--- src/rtl/i2cRegPkg.sv ---
package i2cRegPkg;

  typedef enum logic [2:0] {
    ST_IDLE,
    ST_ADDR,
    ST_ADDR_ACK,
    ST_WRITE,
    ST_WRITE_ACK,
    ST_READ,
    ST_READ_ACK
  } busState_t;

  // Strobes from the bus controller to the register datapath.
  typedef struct packed {
    logic       ptrLoad;
    logic       wrEn;
    logic       rdTake;
    logic [7:0] byteVal;
  } regStrobe_t;

endpackage

--- src/rtl/i2cBusCtrl.sv ---
module i2cBusCtrl
  import i2cRegPkg::*;
#(
  parameter logic [6:0] DEV_ADDR    = 7'h18,
  parameter int         SYNC_STAGES = 2
) (
  input  logic       clk,
  input  logic       rstN,
  input  logic       sclIn,
  input  logic       sdaIn,
  input  logic [7:0] rdData,
  output logic       sdaLow,
  output regStrobe_t strobe
);

  localparam int LAST = SYNC_STAGES - 1;

  logic [LAST:0] sclChain, sdaChain;
  logic          sclS, sdaS, sclP, sdaP;

  // Input synchronisers; the depth comes from SYNC_STAGES.
  generate
    if (SYNC_STAGES == 1) begin : gSyncOne
      always_ff @(posedge clk or negedge rstN) begin
        if (!rstN) begin
          sclChain <= '1;
          sdaChain <= '1;
        end else begin
          sclChain[0] <= sclIn;
          sdaChain[0] <= sdaIn;
        end
      end
    end else begin : gSyncMany
      always_ff @(posedge clk or negedge rstN) begin
        if (!rstN) begin
          sclChain <= '1;
          sdaChain <= '1;
        end else begin
          sclChain <= {sclChain[LAST-1:0], sclIn};
          sdaChain <= {sdaChain[LAST-1:0], sdaIn};
        end
      end
    end
  endgenerate

  assign sclS = sclChain[LAST];
  assign sdaS = sdaChain[LAST];

  always_ff @(posedge clk or negedge rstN) begin
    if (!rstN) begin
      sclP <= 1'b1;
      sdaP <= 1'b1;
    end else begin
      sclP <= sclS;
      sdaP <= sdaS;
    end
  end

  logic startDet, stopDet, sclRise, sclFall;
  assign startDet = sclS && sclP && sdaP && !sdaS;
  assign stopDet  = sclS && sclP && !sdaP && sdaS;
  assign sclRise  = sclS && !sclP;
  assign sclFall  = !sclS && sclP;

  busState_t  state;
  logic [3:0] bitCnt;
  logic [7:0] shiftReg, txReg;
  logic       isRead, firstByte, masterAck, sdaLowQ;

  // Combinational strobes, so a read load and a status clear share one edge.
  always_comb begin
    strobe         = '0;
    strobe.byteVal = shiftReg;
    if (!startDet && !stopDet && sclFall) begin
      if (state == ST_WRITE && bitCnt == 4'd8) begin
        if (firstByte) strobe.ptrLoad = 1'b1;
        else           strobe.wrEn    = 1'b1;
      end
      if (state == ST_ADDR_ACK && isRead)    strobe.rdTake = 1'b1;
      if (state == ST_READ_ACK && masterAck) strobe.rdTake = 1'b1;
    end
  end

  always_ff @(posedge clk or negedge rstN) begin
    if (!rstN) begin
      state     <= ST_IDLE;
      bitCnt    <= '0;
      shiftReg  <= '0;
      txReg     <= '0;
      isRead    <= 1'b0;
      firstByte <= 1'b0;
      masterAck <= 1'b0;
      sdaLowQ   <= 1'b0;
    end else if (startDet) begin
      state   <= ST_ADDR;
      bitCnt  <= '0;
      sdaLowQ <= 1'b0;
    end else if (stopDet) begin
      state   <= ST_IDLE;
      bitCnt  <= '0;
      sdaLowQ <= 1'b0;
    end else begin
      unique case (state)
        ST_IDLE: ;
        ST_ADDR, ST_WRITE: begin
          if (sclRise && bitCnt != 4'd8) begin
            shiftReg <= {shiftReg[6:0], sdaS};
            bitCnt   <= bitCnt + 4'd1;
          end else if (sclFall && bitCnt == 4'd8) begin
            bitCnt <= '0;
            if (state == ST_ADDR) begin
              if (shiftReg[7:1] == DEV_ADDR) begin
                sdaLowQ <= 1'b1;
                isRead  <= shiftReg[0];
                state   <= ST_ADDR_ACK;
              end else begin
                state <= ST_IDLE;
              end
            end else begin
              sdaLowQ   <= 1'b1;
              firstByte <= 1'b0;
              state     <= ST_WRITE_ACK;
            end
          end
        end
        ST_ADDR_ACK: begin
          if (sclFall) begin
            if (isRead) begin
              txReg   <= rdData;
              sdaLowQ <= !rdData[7];
              state   <= ST_READ;
            end else begin
              sdaLowQ   <= 1'b0;
              firstByte <= 1'b1;
              state     <= ST_WRITE;
            end
          end
        end
        ST_WRITE_ACK: begin
          if (sclFall) begin
            sdaLowQ <= 1'b0;
            state   <= ST_WRITE;
          end
        end
        ST_READ: begin
          if (sclRise) begin
            bitCnt <= bitCnt + 4'd1;
          end else if (sclFall) begin
            if (bitCnt == 4'd8) begin
              bitCnt  <= '0;
              sdaLowQ <= 1'b0;
              state   <= ST_READ_ACK;
            end else begin
              txReg   <= {txReg[6:0], 1'b0};
              sdaLowQ <= !txReg[6];
            end
          end
        end
        ST_READ_ACK: begin
          if (sclRise) begin
            masterAck <= !sdaS;
          end else if (sclFall) begin
            if (masterAck) begin
              txReg   <= rdData;
              sdaLowQ <= !rdData[7];
              state   <= ST_READ;
            end else begin
              state <= ST_IDLE;
            end
          end
        end
        default: state <= ST_IDLE;
      endcase
    end
  end

  assign sdaLow = sdaLowQ;

  // the target changes SDA only while SCL is low.
  assert_sda_moves_low_R10: assert property (@(posedge clk) disable iff (!rstN)
    (sdaLowQ != $past(sdaLowQ)) |-> !sclS);

  // a STOP leaves the target idle with SDA released.
  assert_stop_idles_R2: assert property (@(posedge clk) disable iff (!rstN)
    stopDet |=> (state == ST_IDLE && !sdaLowQ));

  // a foreign address is never acknowledged.
  assert_foreign_silent_R1: assert property (@(posedge clk) disable iff (!rstN)
    (state == ST_ADDR && sclFall && bitCnt == 4'd8 && !startDet && !stopDet &&
     shiftReg[7:1] != DEV_ADDR) |=> !sdaLowQ);

endmodule

--- src/rtl/i2cRegBank.sv ---
module i2cRegBank
  import i2cRegPkg::*;
#(
  parameter int         STAT_COUNT = 2,
  parameter int         NUM_CTRL   = 8,
  parameter logic [7:0] REV_CODE   = 8'h42
) (
  input  logic                    clk,
  input  logic                    rstN,
  input  regStrobe_t              strobe,
  input  logic [STAT_COUNT*8-1:0] statusEvt,
  output logic [7:0]              rdData,
  output logic [NUM_CTRL*8-1:0]   ctrlOut
);

  localparam int         CTRL_BASE = STAT_COUNT;
  localparam logic [7:0] REV_ADDR  = 8'(CTRL_BASE + NUM_CTRL);

  logic [7:0]                  ptr;
  logic [STAT_COUNT-1:0][7:0]  statQ;
  logic [NUM_CTRL-1:0][7:0]    ctrlQ;

  always_ff @(posedge clk or negedge rstN) begin
    if (!rstN) begin
      ptr <= '0;
    end else if (strobe.ptrLoad) begin
      ptr <= strobe.byteVal;
    end else if (strobe.wrEn || strobe.rdTake) begin
      ptr <= ptr + 8'd1;
    end
  end

  // Status: a new event wins over the clear in the same cycle.
  always_ff @(posedge clk or negedge rstN) begin
    if (!rstN) begin
      statQ <= '0;
    end else begin
      for (int s = 0; s < STAT_COUNT; s++) begin
        if (strobe.rdTake && ptr == 8'(s)) statQ[s] <= statusEvt[s*8 +: 8];
        else                               statQ[s] <= statQ[s] | statusEvt[s*8 +: 8];
      end
    end
  end

  always_ff @(posedge clk or negedge rstN) begin
    if (!rstN) begin
      ctrlQ <= '0;
    end else begin
      for (int c = 0; c < NUM_CTRL; c++) begin
        if (strobe.wrEn && ptr == 8'(CTRL_BASE + c)) ctrlQ[c] <= strobe.byteVal;
      end
    end
  end

  always_comb begin
    rdData = '0;
    for (int s = 0; s < STAT_COUNT; s++) begin
      if (ptr == 8'(s)) rdData = statQ[s];
    end
    for (int c = 0; c < NUM_CTRL; c++) begin
      if (ptr == 8'(CTRL_BASE + c)) rdData = ctrlQ[c];
    end
    if (ptr == REV_ADDR) rdData = REV_CODE;
  end

  assign ctrlOut = ctrlQ;

  logic ptrIsCtrl;
  assign ptrIsCtrl = (ptr >= 8'(CTRL_BASE)) && (ptr < REV_ADDR);

  // the pointer byte lands in the pointer.
  assert_ptr_load_R3: assert property (@(posedge clk) disable iff (!rstN)
    strobe.ptrLoad |=> ptr == $past(strobe.byteVal));

  // each data byte advances the pointer by one, wrapping.
  assert_ptr_step_R4: assert property (@(posedge clk) disable iff (!rstN)
    (strobe.wrEn || strobe.rdTake) |=> ptr == $past(ptr) + 8'd1);

  // an event in the clearing cycle survives the clear.
  assert_event_kept_R7: assert property (@(posedge clk) disable iff (!rstN)
    (strobe.rdTake && ptr == 8'd0) |=> statQ[0] == $past(statusEvt[7:0]));

  // a write to a read-only or unmapped address leaves the controls alone.
  assert_ro_write_R9: assert property (@(posedge clk) disable iff (!rstN)
    (strobe.wrEn && !ptrIsCtrl) |=> $stable(ctrlQ));

endmodule

--- src/rtl/i2cRegTarget.sv ---
module i2cRegTarget
  import i2cRegPkg::*;
#(
  parameter logic [6:0] DEV_ADDR    = 7'h18,
  parameter int         SYNC_STAGES = 2,
  parameter int         STAT_COUNT  = 2,
  parameter int         NUM_CTRL    = 8,
  parameter logic [7:0] REV_CODE    = 8'h42
) (
  input  logic                    clk,
  input  logic                    rstN,
  input  logic                    sclIn,
  input  logic                    sdaIn,
  output logic                    sdaPullLow,
  input  logic [STAT_COUNT*8-1:0] statusEvt,
  output logic [NUM_CTRL*8-1:0]   ctrlOut
);

  regStrobe_t strobe;
  logic [7:0] rdData;

  i2cBusCtrl #(
    .DEV_ADDR   (DEV_ADDR),
    .SYNC_STAGES(SYNC_STAGES)
  ) uCtrl (
    .clk   (clk),
    .rstN  (rstN),
    .sclIn (sclIn),
    .sdaIn (sdaIn),
    .rdData(rdData),
    .sdaLow(sdaPullLow),
    .strobe(strobe)
  );

  i2cRegBank #(
    .STAT_COUNT(STAT_COUNT),
    .NUM_CTRL  (NUM_CTRL),
    .REV_CODE  (REV_CODE)
  ) uBank (
    .clk      (clk),
    .rstN     (rstN),
    .strobe   (strobe),
    .statusEvt(statusEvt),
    .rdData   (rdData),
    .ctrlOut  (ctrlOut)
  );

endmodule

--- config.mk ---
export PLATFORM = sky130hd
export DESIGN_NAME = i2cRegTarget
export DESIGN_NICKNAME = d
export VERILOG_FILES = /design/src/rtl/i2cRegPkg.sv /design/src/rtl/i2cBusCtrl.sv /design/src/rtl/i2cRegBank.sv /design/src/rtl/i2cRegTarget.sv
export SDC_FILE = /design/constraint.sdc
export NUM_CORES = 1
export LEC_CHECK = 0
export BUFFER_PORTS_ARGS = -buffer_cell sky130_fd_sc_hd__buf_2
export CAP_MARGIN = 15
export CORE_MARGIN = 3
export CORE_UTILIZATION = 45
export DETAILED_ROUTE_END_ITERATION = 12
export PLACE_DENSITY_LB_ADDON = 0.12
export SYNTH_ARGS = -nofsm -noshare
export SYNTH_HDL_FRONTEND = slang
export SYNTH_HIERARCHICAL = 1
export SYNTH_SLANG_ARGS = --single-unit
--- constraint.sdc ---
create_clock -name clk -period 3.32 [get_ports clk]
set_input_delay 0.332 -clock clk [delete_from_list [all_inputs] [get_ports clk]]
set_output_delay 0.332 -clock clk [all_outputs]
set_load 0.02 [all_outputs]
Yosys cells after proc, flatten, opt, wreduce, memory -nomap -nowiden
Index checks and enable logic that the tools add are counted.

operators by class
  $add $sub $neg = 2
  equality and inequality tests = 46
  mux-type cells = 76
  bitwise logic cells = 5
  reduce and logical (&&, ||, !) cells = 49

operators with widths
  operator                                               count
  two-way mux 8 bit                                      15
  two-way mux 7 bit                                      8
  two-way mux 3 bit                                      15
  equality test 8 x 3 -> 1 bit, second input constant    4
  two-way mux 4 bit                                      7
  inequality test 4 x 1 -> 1 bit, second input constant  7
  equality test 8 x 4 -> 1 bit, second input constant    3
  logical AND 1 bit                                      24
  two-way mux 1 bit                                      24
  AND reduction 11 bit                                   2
  case mux 7 bit (3 select lines)                        1
  case mux 3 bit (6 select lines)                        1
  equality test 8 x 2 -> 1 bit, second input constant    2
  OR 8 bit                                               2
  inequality test 5 x 1 -> 1 bit, second input constant  3
  inequality test 2 x 1 -> 1 bit, second input constant  6
  inequality test 2 bit, second input constant           6
  inequality test 4 x 2 -> 1 bit, second input constant  3
  AND reduction 4 bit                                    3
  AND reduction 10 bit                                   1
  equality test 3 bit, second input constant             3
  adder 8 x 1 -> 8 bit, second input constant            1
  equality test 8 x 1 -> 1 bit, second input constant    1
  logical NOT 1 bit                                      8
  23 further kinds                                       28

word-level totals
  flip-flop bits (word level) = 120
  input bits = 20
  output and inout bits = 65
  logic and storage cells = 201

Longest topological paths before layout
Gate-level depths: netlist of the first run.

  depth after elaboration = 19
  mapped depth = 13
  depth with buffers taken out = 10

By module
The synthesis of the first run kept the hierarchy.

by module, submodules not included
  module      instances  cells each  area each (µm²)  seq. area each (µm²)
  i2cRegBank  1          395         4400.5           2202.1
  i2cBusCtrl  1          173         1757.9           808.3

Worst setup path after synthesis of the first run
OpenSTA, ideal clock, no wires.

  path type = flip-flop to flip-flop
  start = reg uCtrl.sdaChain[1]
  end = reg uBank.ptr[7]
  setup time = 0.083 ns
  arrival time = 2.311 ns
  required time = 3.237 ns
  setup slack = 0.927 ns
  stages on the path, launching flop included = 12
  buffers on the path = 2
  clock period less this slack = 2.393 ns
  cell sequence = dfstp_2 -> xor2_2 -> a21oi_1 -> and4_1 -> nand2_1 -> nor2_1 -> buf_2 -> or2_2 -> clkbuf_1 -> nand4_1 -> xor2_1 -> o21ai_0

RTL lines
  element                   line              source
  start: declaration        i2cBusCtrl.sv:18  logic [LAST:0] sclChain, sdaChain;
  start signal: assignment  i2cBusCtrl.sv:40  sdaChain <= {sdaChain[LAST-1:0], sdaIn};
  end signal: assignment    i2cRegBank.sv:27  ptr <= strobe.byteVal;
  end signal: assignment    i2cRegBank.sv:29  ptr <= ptr + 8'd1;
  end: declaration          i2cRegBank.sv:19  logic [7:0] ptr;

Final worst setup path of the first run
  start = reg uBank.ptr[0]
  end = reg uCtrl.txReg[4]

on the way
  cells in the longest elaborated chain, start to end = 16
  elaborated cells on any way between the ends = 28
  those cells by class = eq/ne (10); mux (17); reduce/logical (1)

RTL lines
  element                            line                source
  logical NOT 8 bit                  i2cRegBank.sv:58    if (ptr == 8'(s)) rdData = statQ[s];
  two-way mux 8 bit (2 in a row)     i2cRegBank.sv:58
  two-way mux 8 bit (8 in a row)     i2cRegBank.sv:61    if (ptr == 8'(CTRL_BASE + c)) rdData = ctrlQ[c];
  two-way mux 8 bit *                i2cRegBank.sv:63    if (ptr == REV_ADDR) rdData = REV_CODE;
  net rdData[4]                      i2cRegTarget.sv:20  logic [7:0] rdData;
  two-way mux 7 bit                  i2cBusCtrl.sv:163   if (masterAck) begin
  two-way mux 7 bit                  i2cBusCtrl.sv:162   end else if (sclFall) begin
  two-way mux 7 bit                  i2cBusCtrl.sv:160   if (sclRise) begin
  case mux 7 bit (3 select lines) *  i2cBusCtrl.sv:103   unique case (state)
  end signal: assignment             i2cBusCtrl.sv:129   txReg <= rdData;
  end signal: assignment             i2cBusCtrl.sv:154   txReg <= {txReg[6:0], 1'b0};
  end signal: assignment             i2cBusCtrl.sv:164   txReg <= rdData;
  end: declaration                   i2cBusCtrl.sv:67    logic [7:0] shiftReg, txReg;

The timed path passes the listed nets; every way through them passes the cells marked *. The select of a mux whose other input is x is not followed.
A chain may end at the register's enable or synchronous reset.

==> impl_summary.md, run 1 <==
Placement
The final weighted congestion in routability-driven placement is 0.914. The half-perimeter wire length after detailed placement is 11.8 mm. The count of buffers added on input and output ports is 84. Counting tap cells, the placed design contains a total of roughly 810 instances.

Worst setup path
The number of cells on the worst reg-to-reg path is 9. The worst register-to-register path begins at uBank/ptr[0]. The startpoint class of the critical path is a register. Data on the critical path is required at its endpoint by 3640 ps.

The kind of critical path is register to register. The endpoint identified for the worst register-to-register timing path is uCtrl/txReg[4]. In this run the worst setup path begins at uBank/ptr[0]. The maximum fanout along the worst path is 15. Data arrives at the worst endpoint at 3150 ps.

Across all register-to-register paths, the minimum setup slack is 500 ps. The worst setup path is captured at a register. Following the worst setup path forward leads to its endpoint at uCtrl/txReg[4].

STA
The transition at the pin with the smallest max-transition slack is a little under 1000 ps. The count of pins over their slew limit is 0. The worst max-slew margin expressed relative to the limit is 35.7%. For this run, the top clock speed supported by timing is 354 MHz. Hold timing on the final database bottoms out at a slack of ~93 ps. Setup repair after global routing left no endpoint under its margin.

The final critical-path share of the clock period is between 80 and 90%. The minimum period implied by the final worst setup slack is 2820 ps. The number of hold violations in the final report is 0. The count of endpoints failing setup in the final report is 0. On the final layout, the worst clock skew is 7.47 ps. The post-route setup TNS is 0 ps.

Die
The height of the die is ~120 um. For this design the top-level I/O count stands at 85. Once the floorplan was initialized, standard cells occupied 46.3% of the core. The initialized floorplan defines 42 standard-cell rows. The overall die area is 15100 um2.

In this run the horizontal extent of the chip is 123 um. In this run the standard cell core region covers 13300 um2.

Clock network
In this run, CTS created clock tree buffers numbering 17. In this run, post-CTS repair resized a total of 0 instances. The clock-pin transition on the worst setup and hold timing paths is 60 ps.

The H-tree generated during clock tree synthesis spans 4 levels. The clock tree from TritonCTS is built. The clock net in this run drives a total of 120 sinks.

The root buffer cell chosen for the clock tree is sky130_fd_sc_hd__clkbuf_16. The insertion delay to the later sink of the worst-skew pair is roughly 420 ps. Counting along the longest clock path gives a buffer depth of 2.

Logic synthesis
The mapped netlist covers between 6000 and 7000 um2. The number of different library cells used by synthesis comes to 71. The count of flip-flops with a built-in enable after synthesis is 0. The fraction of post-synthesis cell area in the top cell type by area is 46.3%. The share of the Yosys chip area taken by registers is roughly half.

Of all cell types, the one taking the most synthesized area is sky130_fd_sc_hd__dfrtp_1. Counting flops with an async set or reset pin after synthesis yields a share of 100%. Yosys attributes the largest share of cell area to sky130_fd_sc_hd__dfrtp_1 (46%), sky130_fd_sc_hd__mux2_2 (13%), sky130_fd_sc_hd__o21ai_0 (3.3%). The number of warnings reported in the yosys synthesis log is 6. In the synthesized netlist the dominant register cell turns out to be sky130_fd_sc_hd__dfrtp_1.

Counting flops and latches in the post-synthesis netlist gives 120. Counting every net in the synthesized netlist gives 597. In the synthesized netlist, the number of instances is 568. In this run the mean area of a mapped cell was 10.8 um2.

Final layout
In the layout the commonest cells are sky130_fd_sc_hd__dfrtp_1 (114), sky130_fd_sc_hd__buf_2 (83), sky130_fd_sc_hd__mux2_2 (72), sky130_fd_sc_hd__nand2_1 (48), sky130_fd_sc_hd__o21ai_0 (41). The final cell count without fillers is 840. The net total in the final layout is 680. The number of filler instances in the final layout is 1175.

The library cell used most frequently in the layout, excluding fill and tap cells, is sky130_fd_sc_hd__dfrtp_1. The multi-input combinational cells in the finished layout cover a total of 2940 um2. The storage element area is 3010 um2.

The antenna diode count is 0. In the final layout, the share of cells above drive strength 1 is 33.7%. Relative to the synthesized area, the layout overhead comes to 20.4%.

Drt
The routed layout has 4890 vias. The first detailed-routing pass ran for 7 iterations. For this block, the routed nets add up to 17.0 mm of wire. The number of remaining DRC errors is 0. The number of nets with antenna violations after detailed routing is 0. The final routed wire length divided by cell count is 20.2 um. The first routing iteration left between 300 and 400 violations.

Dividing the detail-routed via count by the number of cells gives 5.82.

Hold path
The worst min-delay path class is input port to register.

GRT
For this run the aggregate overflow at the end of global routing stands at 0. Entering global routing, the biggest net connects 73 pins. The first-pass GRT wire length is 27.1 mm. The via count of the first global-routing pass came to 4880. The number of antenna violations at the first check in global routing is 0. The global-route usage over all layers is 24.0%.

Pwr
The static power due to leakage is 3.56 nW. Dividing total power by cell area gives a power density of 565 nW/um2. The peak supply drop is 0.000478 V.

Status
The flow ran to the end, and the final reports show no timing, DRC or antenna violations.

Job
The number of max-capacitance violations reported is 0.
-- Yosys cell counts, types with 7 or more instances --
| cell type | number |
|---|---|
| sky130_fd_sc_hd__inv_1 | 19 |
| sky130_fd_sc_hd__nor3_1 | 11 |
| sky130_fd_sc_hd__nor2_1 | 20 |
| sky130_fd_sc_hd__a31oi_1 | 7 |
| sky130_fd_sc_hd__mux2i_1 | 9 |
| sky130_fd_sc_hd__o21ai_0 | 41 |
| sky130_fd_sc_hd__mux2_2 | 72 |
| sky130_fd_sc_hd__o22ai_1 | 8 |
| sky130_fd_sc_hd__ha_1 | 9 |
| sky130_fd_sc_hd__nand3_1 | 16 |
| sky130_fd_sc_hd__o2111ai_1 | 7 |
| sky130_fd_sc_hd__a21oi_1 | 24 |
| sky130_fd_sc_hd__xor2_1 | 7 |
| sky130_fd_sc_hd__a21o_1 | 17 |
| sky130_fd_sc_hd__nand2_1 | 48 |
| sky130_fd_sc_hd__clkbuf_1 | 23 |
| sky130_fd_sc_hd__dfrtp_1 | 114 |
| sky130_fd_sc_hd__nor2b_1 | 9 |
-- layer usage --
metal	GRT usage (%)	wire (um)	part of all wire (%)
met2	38.6	8140	48
met3	5.49	902	5.3
met4	7.20	235	1.4
met1	32.5	7690	45
met5	0	0	0
-- layout make-up --
cell class / count / share of cell area, %
clock inverter: 14 / 2.65
sequential: 120 / 40.6
inverter: 20 / 1.01
multi-input combinational: 396 / 39.7
timing repair buffer: 96 / 7.19
clock buffer: 18 / 5.92
tap: 176 / 2.97
-- registers in the layout, indices dropped and copies added, names as in the netlist --
register,count
uCtrl/masterAck,1
uCtrl/txReg,7
uCtrl/state,3
uCtrl/sdaLow,1
uCtrl/shiftReg,8
uBank/statQ,16
uBank/ptr,8
uCtrl/firstByte,1
uCtrl/isRead,1
uCtrl/sclChain,2
uCtrl/bitCnt,4
uBank/ctrlOut,64
uCtrl/sclP,1
uCtrl/sdaChain,2
uCtrl/sdaP,1
-- where the power goes --
part / switching [mW] / internal (mW)
sequential: 0.224 / 1.57
clock: 0.693 / 1.28
combinational: 0.230 / 0.194
-- worst max-delay path: stages (launching register included) --
cell and delay, ps:
sky130_fd_sc_hd__dfrtp_1 440, sky130_fd_sc_hd__inv_1 90, sky130_fd_sc_hd__ha_1 410, sky130_fd_sc_hd__nand2b_1 450
sky130_fd_sc_hd__o22ai_1 160, sky130_fd_sc_hd__o31ai_1 410, sky130_fd_sc_hd__o2111ai_1 190, sky130_fd_sc_hd__a21oi_1 300
sky130_fd_sc_hd__mux2i_1 110, sky130_fd_sc_hd__o21ai_0 170
-- how the worst min path moves through the flow --
stage                 startpoint                 to  slack (ps)  cells after the start
2_1_floorplan               rstN   uBank/ctrlOut[0]          40                      0
5_1_grt            statusEvt[12]    uBank/statQ[12]          80                      2
4_1_cts             statusEvt[1]     uBank/statQ[1]          80                      2
6_report            statusEvt[1]     uBank/statQ[1]          90                      2
3_3_place_gp   uCtrl/sdaChain[0]  uCtrl/sdaChain[1]         350                      0
3_5_place_dp   uCtrl/sdaChain[0]  uCtrl/sdaChain[1]         350                      0
-- through the flow --
stage	util, %	setup slack (ps)	total power [mW]	cell area [um2]
floorplan	-	927	2.03	6160
global placement	50.8	662	2.23	6750
detailed placement	50.8	628	2.24	6750
CTS	55.8	580	4.22	7410
global route	55.8	316	4.37	7410
finish	55.8	497	4.19	7410
-- kinds of logic (layout without fill, tap and decap cells) --
kind of cell               count (synthesis)  after routing  synth area share [%]
and+or+nand+nor                          154            154                  14.4
AOI/OAI and AO/OA                        141            141                  15.0
DFF                                      120            120                  48.9
muxes                                     83             83                  15.1
buffers and inverters                     52            148                  3.41
adders and majority gates                  9              9                  1.83
xor gates and xnor gates                   9              9                  1.40
-- timing repair --
| action | 4_1_cts | 5_1_grt |
|---|---|---|
| buffers inserted | 0 | 0 |
| endpoints found under the setup margin | 0 | 0 |
| hold endpoints to repair | 50 | 0 |
| hold buffers | 3 | 0 |
(Power assumes the default switching activity.)
==> run 2: changes to the inputs <==
clock period = 3.2 ns   (was 3.32 ns; I/O delays follow)
==> run 2 against run 1 <==
Net effect:
- first-iteration DRC count is 1.8% lower
- routed wire length shrank 0.52%
- sequential share of layout area about the same
- die area unchanged
- register-to-register slack got worse by 190 ps
- setup slack worse by 190 ps
- clock skew about the same
- critical endpoint is now uCtrl/txReg[3]
- core utilization about the same
- maximum frequency fell by 2.5%
- final cell count up 0.12%
- critical path depth is 1 lower
- largest cell class unchanged
- via count decreased by 0.43%
==> impl_summary.md, run 2 (synthesized netlist as in run 1, its figures left out) <==
Clock network
The TritonCTS sink count is 120. The CTS H-tree depth is 4. Clock tree synthesis inserted a total of 17 buffers.

The number of gates resized after CTS was 0. The insertion delay to the later sink of the worst-skew pair is 410 ps. The clock tree from TritonCTS is built. The deepest clock path buffer count is 2. The clock root buffer is sky130_fd_sc_hd__clkbuf_16. The total setup buffers inserted after CTS is 0. The clock-pin transition on the worst setup and hold timing paths is 50 ps.

After clock tree synthesis, the flow added hold-fix buffers numbering 2.

Drt
Once detail routing completed, the nets flagged for antenna violations numbered 0. The first TritonRoute pass finished after 5 iterations. The number of DRC markers after the initial detailed-route iteration is 327. For this run, design rule violations remaining after detail routing come to 0. The via density per instance is 5.79. The final routed wire length divided by cell count is 20.1 um. The overall routed net length is 16.9 mm. Detailed routing inserted a total of 4869 vias.

Pwr
The overall power is 4.33 mW. The part of the total power dissipated in sequential elements is 42.9%. In this run, the combinational gates consume between 10% and 20% of the power. For this design the static power due to leakage is 3.57 nW.

The clock network fraction of total power is between 40% and 50%. Dividing total power by cell area gives a power density of 584 nW/um2. The net load switching power is 1.14 mW. The internal portion of the total power is 3.19 mW. The switching power share of the total is roughly a quarter.

The peak supply drop is about 0.00037 V.

Worst setup path
The slowest stage of the critical path is the sky130_fd_sc_hd__ha_2 cell. The start point of the critical path is uBank/ptr[1]. The reg-to-reg critical path startpoint is uBank/ptr[1]. The worst register-to-register path ends at uCtrl/txReg[3]. The arrival time of the worst setup path is 3220 ps.

The number of cells on the worst reg-to-reg path is 8. The kind of end point of the critical path is a register. Counting both buffers and inverters, the worst setup path holds a total of 1. For this run, the slowest stage of the critical path takes 770 ps.

The required time of the critical path is 3520 ps. The startpoint class of the critical path is a register. The reg2reg setup slack is 300 ps. The kind of critical path is register to register. The cell family with the largest share of critical-path delay is compound AO/OA/AOI/OAI gates. Walking the worst path, the cells encountered are inv_1, ha_2, a221oi_1, o31ai_1, o2111ai_1, a21oi_1, mux2i_1, o21ai_0.

The maximum fanout along the worst path is 48.

Final layout
The storage element area is ~3000 um2. The library cell used most frequently in the layout, excluding fill and tap cells, is sky130_fd_sc_hd__dfrtp_1. The area growth from synthesis to layout is 20.4%. Leaving out fill and tap cells, the most frequent cells in the layout are sky130_fd_sc_hd__dfrtp_1 (114), sky130_fd_sc_hd__buf_2 (83), sky130_fd_sc_hd__mux2_2 (72), sky130_fd_sc_hd__nand2_1 (48), sky130_fd_sc_hd__o21ai_0 (41). The final standard cell utilization of the core is a little under three fifths. The net total in the final layout is roughly 680. The number of flip-flops under the largest register name is 64. 0 antenna diodes ended up in the layout. Summing all multi-input logic gate instances after layout gives 2940 um2. The share of cells above drive strength 1 is between 30% and 40%. The filler cells instantiated in the layout total 1139.

Placement
At the end of routability-driven placement, the weighted congestion stood at a little over 0.9. Summed over all nets, the half-perimeter wirelength after detailed placement is 11.7 mm. The count of buffers from port buffering is 84. At the placement stage, the worst setup path has a slack of 419 ps.

STA
Across all hold checks on the routed design, the worst slack comes to about 55 ps. The count of pins over their slew limit is 0. Across all setup checks in the final design, the least slack found is 304 ps. The transition at the pin with the smallest max-transition slack is around 880 ps. The top achievable clock speed is between 300 and 400 MHz. The number of hold violations in the final report is 0. The post-route setup TNS is 0 ps.

After layout, the worst path uses 90.5% of the clock period. Setup repair after global routing left no endpoint under its margin. The worst max-slew margin expressed relative to the limit is ~41%. The count of endpoints failing setup in the final report is 0.

Between clock sinks in the finished design, the worst skew comes to ~7 ps. The minimum period implied by the final worst setup slack is 2900 ps.

GRT
The final global-route overflow total is 0. Global routing used roughly a quarter of the available tracks. The via count of the first global-routing pass is between 4000 and 5000.

The first global-routing pass estimated approximately 27 mm of wire. The pin count of the biggest net entering global routing is 64. The number of antenna violations at the first check in global routing is 0.

Die
The starting utilization of the core area is 46.3%. The height of the die is 123 um. During I/O placement, the number of pins put on the boundary was 85. The die covers 15100 um2. The width of the chip is ~120 um. The floorplan step defined a core boundary enclosing 13300 um2.

The count of standard-cell rows is 42.

Status
The run finished with clean final reports.

Hold path
The worst min-delay path class is input port to asynchronous set/reset pin.

Job
The number of max-capacitance violations reported is 0.
-- run 2: cell types whose count changed in the layout (fill, tap and decap cells not counted) --
cell | previous run | this run
sky130_fd_sc_hd__buf_12 | 1 | 0
sky130_fd_sc_hd__buf_4 | 9 | 12
sky130_fd_sc_hd__clkbuf_1 | 0 | 1
sky130_fd_sc_hd__clkbuf_8 | 1 | 3
sky130_fd_sc_hd__clkinv_4 | 3 | 2
sky130_fd_sc_hd__dlygate4sd3_1 | 3 | 2
sky130_fd_sc_hd__inv_6 | 2 | 0
-- run 2: cell type report --
cell class,count,share of cell area (%)
multi-input cells,396,39.7
clock inverters,11,2.30
inverters,20,1.01
flip-flops and latches,120,40.6
clock buffers,21,6.35
well taps,176,2.97
repair buffers,97,7.09
-- run 2: routing by layer --
| metal | vias up | track usage [%] | wire length (um) |
|---|---|---|---|
| li1 | 2262 | - | - |
| met1 | 2416 | 32.5 | 7620 |
| met2 | 173 | 36.7 | 7930 |
| met3 | 18 | 5.72 | 1160 |
| met4 | 0 | 6.37 | 178 |
| met5 | - | 0 | 0 |
-- run 2: power groups by stage --
stage	clock, mW	sequential [mW]	combinational [mW]
5_1_grt	2.15	1.88	0.499
3_3_place_gp	0	1.88	0.421
3_5_place_dp	0	1.89	0.433
2_1_floorplan	0	1.75	0.357
6_report	2.04	1.86	0.437
4_1_cts	2.08	1.86	0.438
-- run 2: through the flow --
step / cells / cell area, um2
detailed placement: 807 / 6750
global route: 841 / 7410
floorplan: 568 / 6160
global placement: 807 / 6750
finish: 841 / 7410
CTS: 841 / 7410
-- run 2: worst max path at each step --
stage,endpoint,cells after the start
detailed placement,uCtrl/txReg[3],8
finish,uCtrl/txReg[3],8
global route,uCtrl/txReg[3],8
CTS,uCtrl/txReg[3],8
floorplan,uBank/ptr[7],11
global placement,uCtrl/txReg[4],8
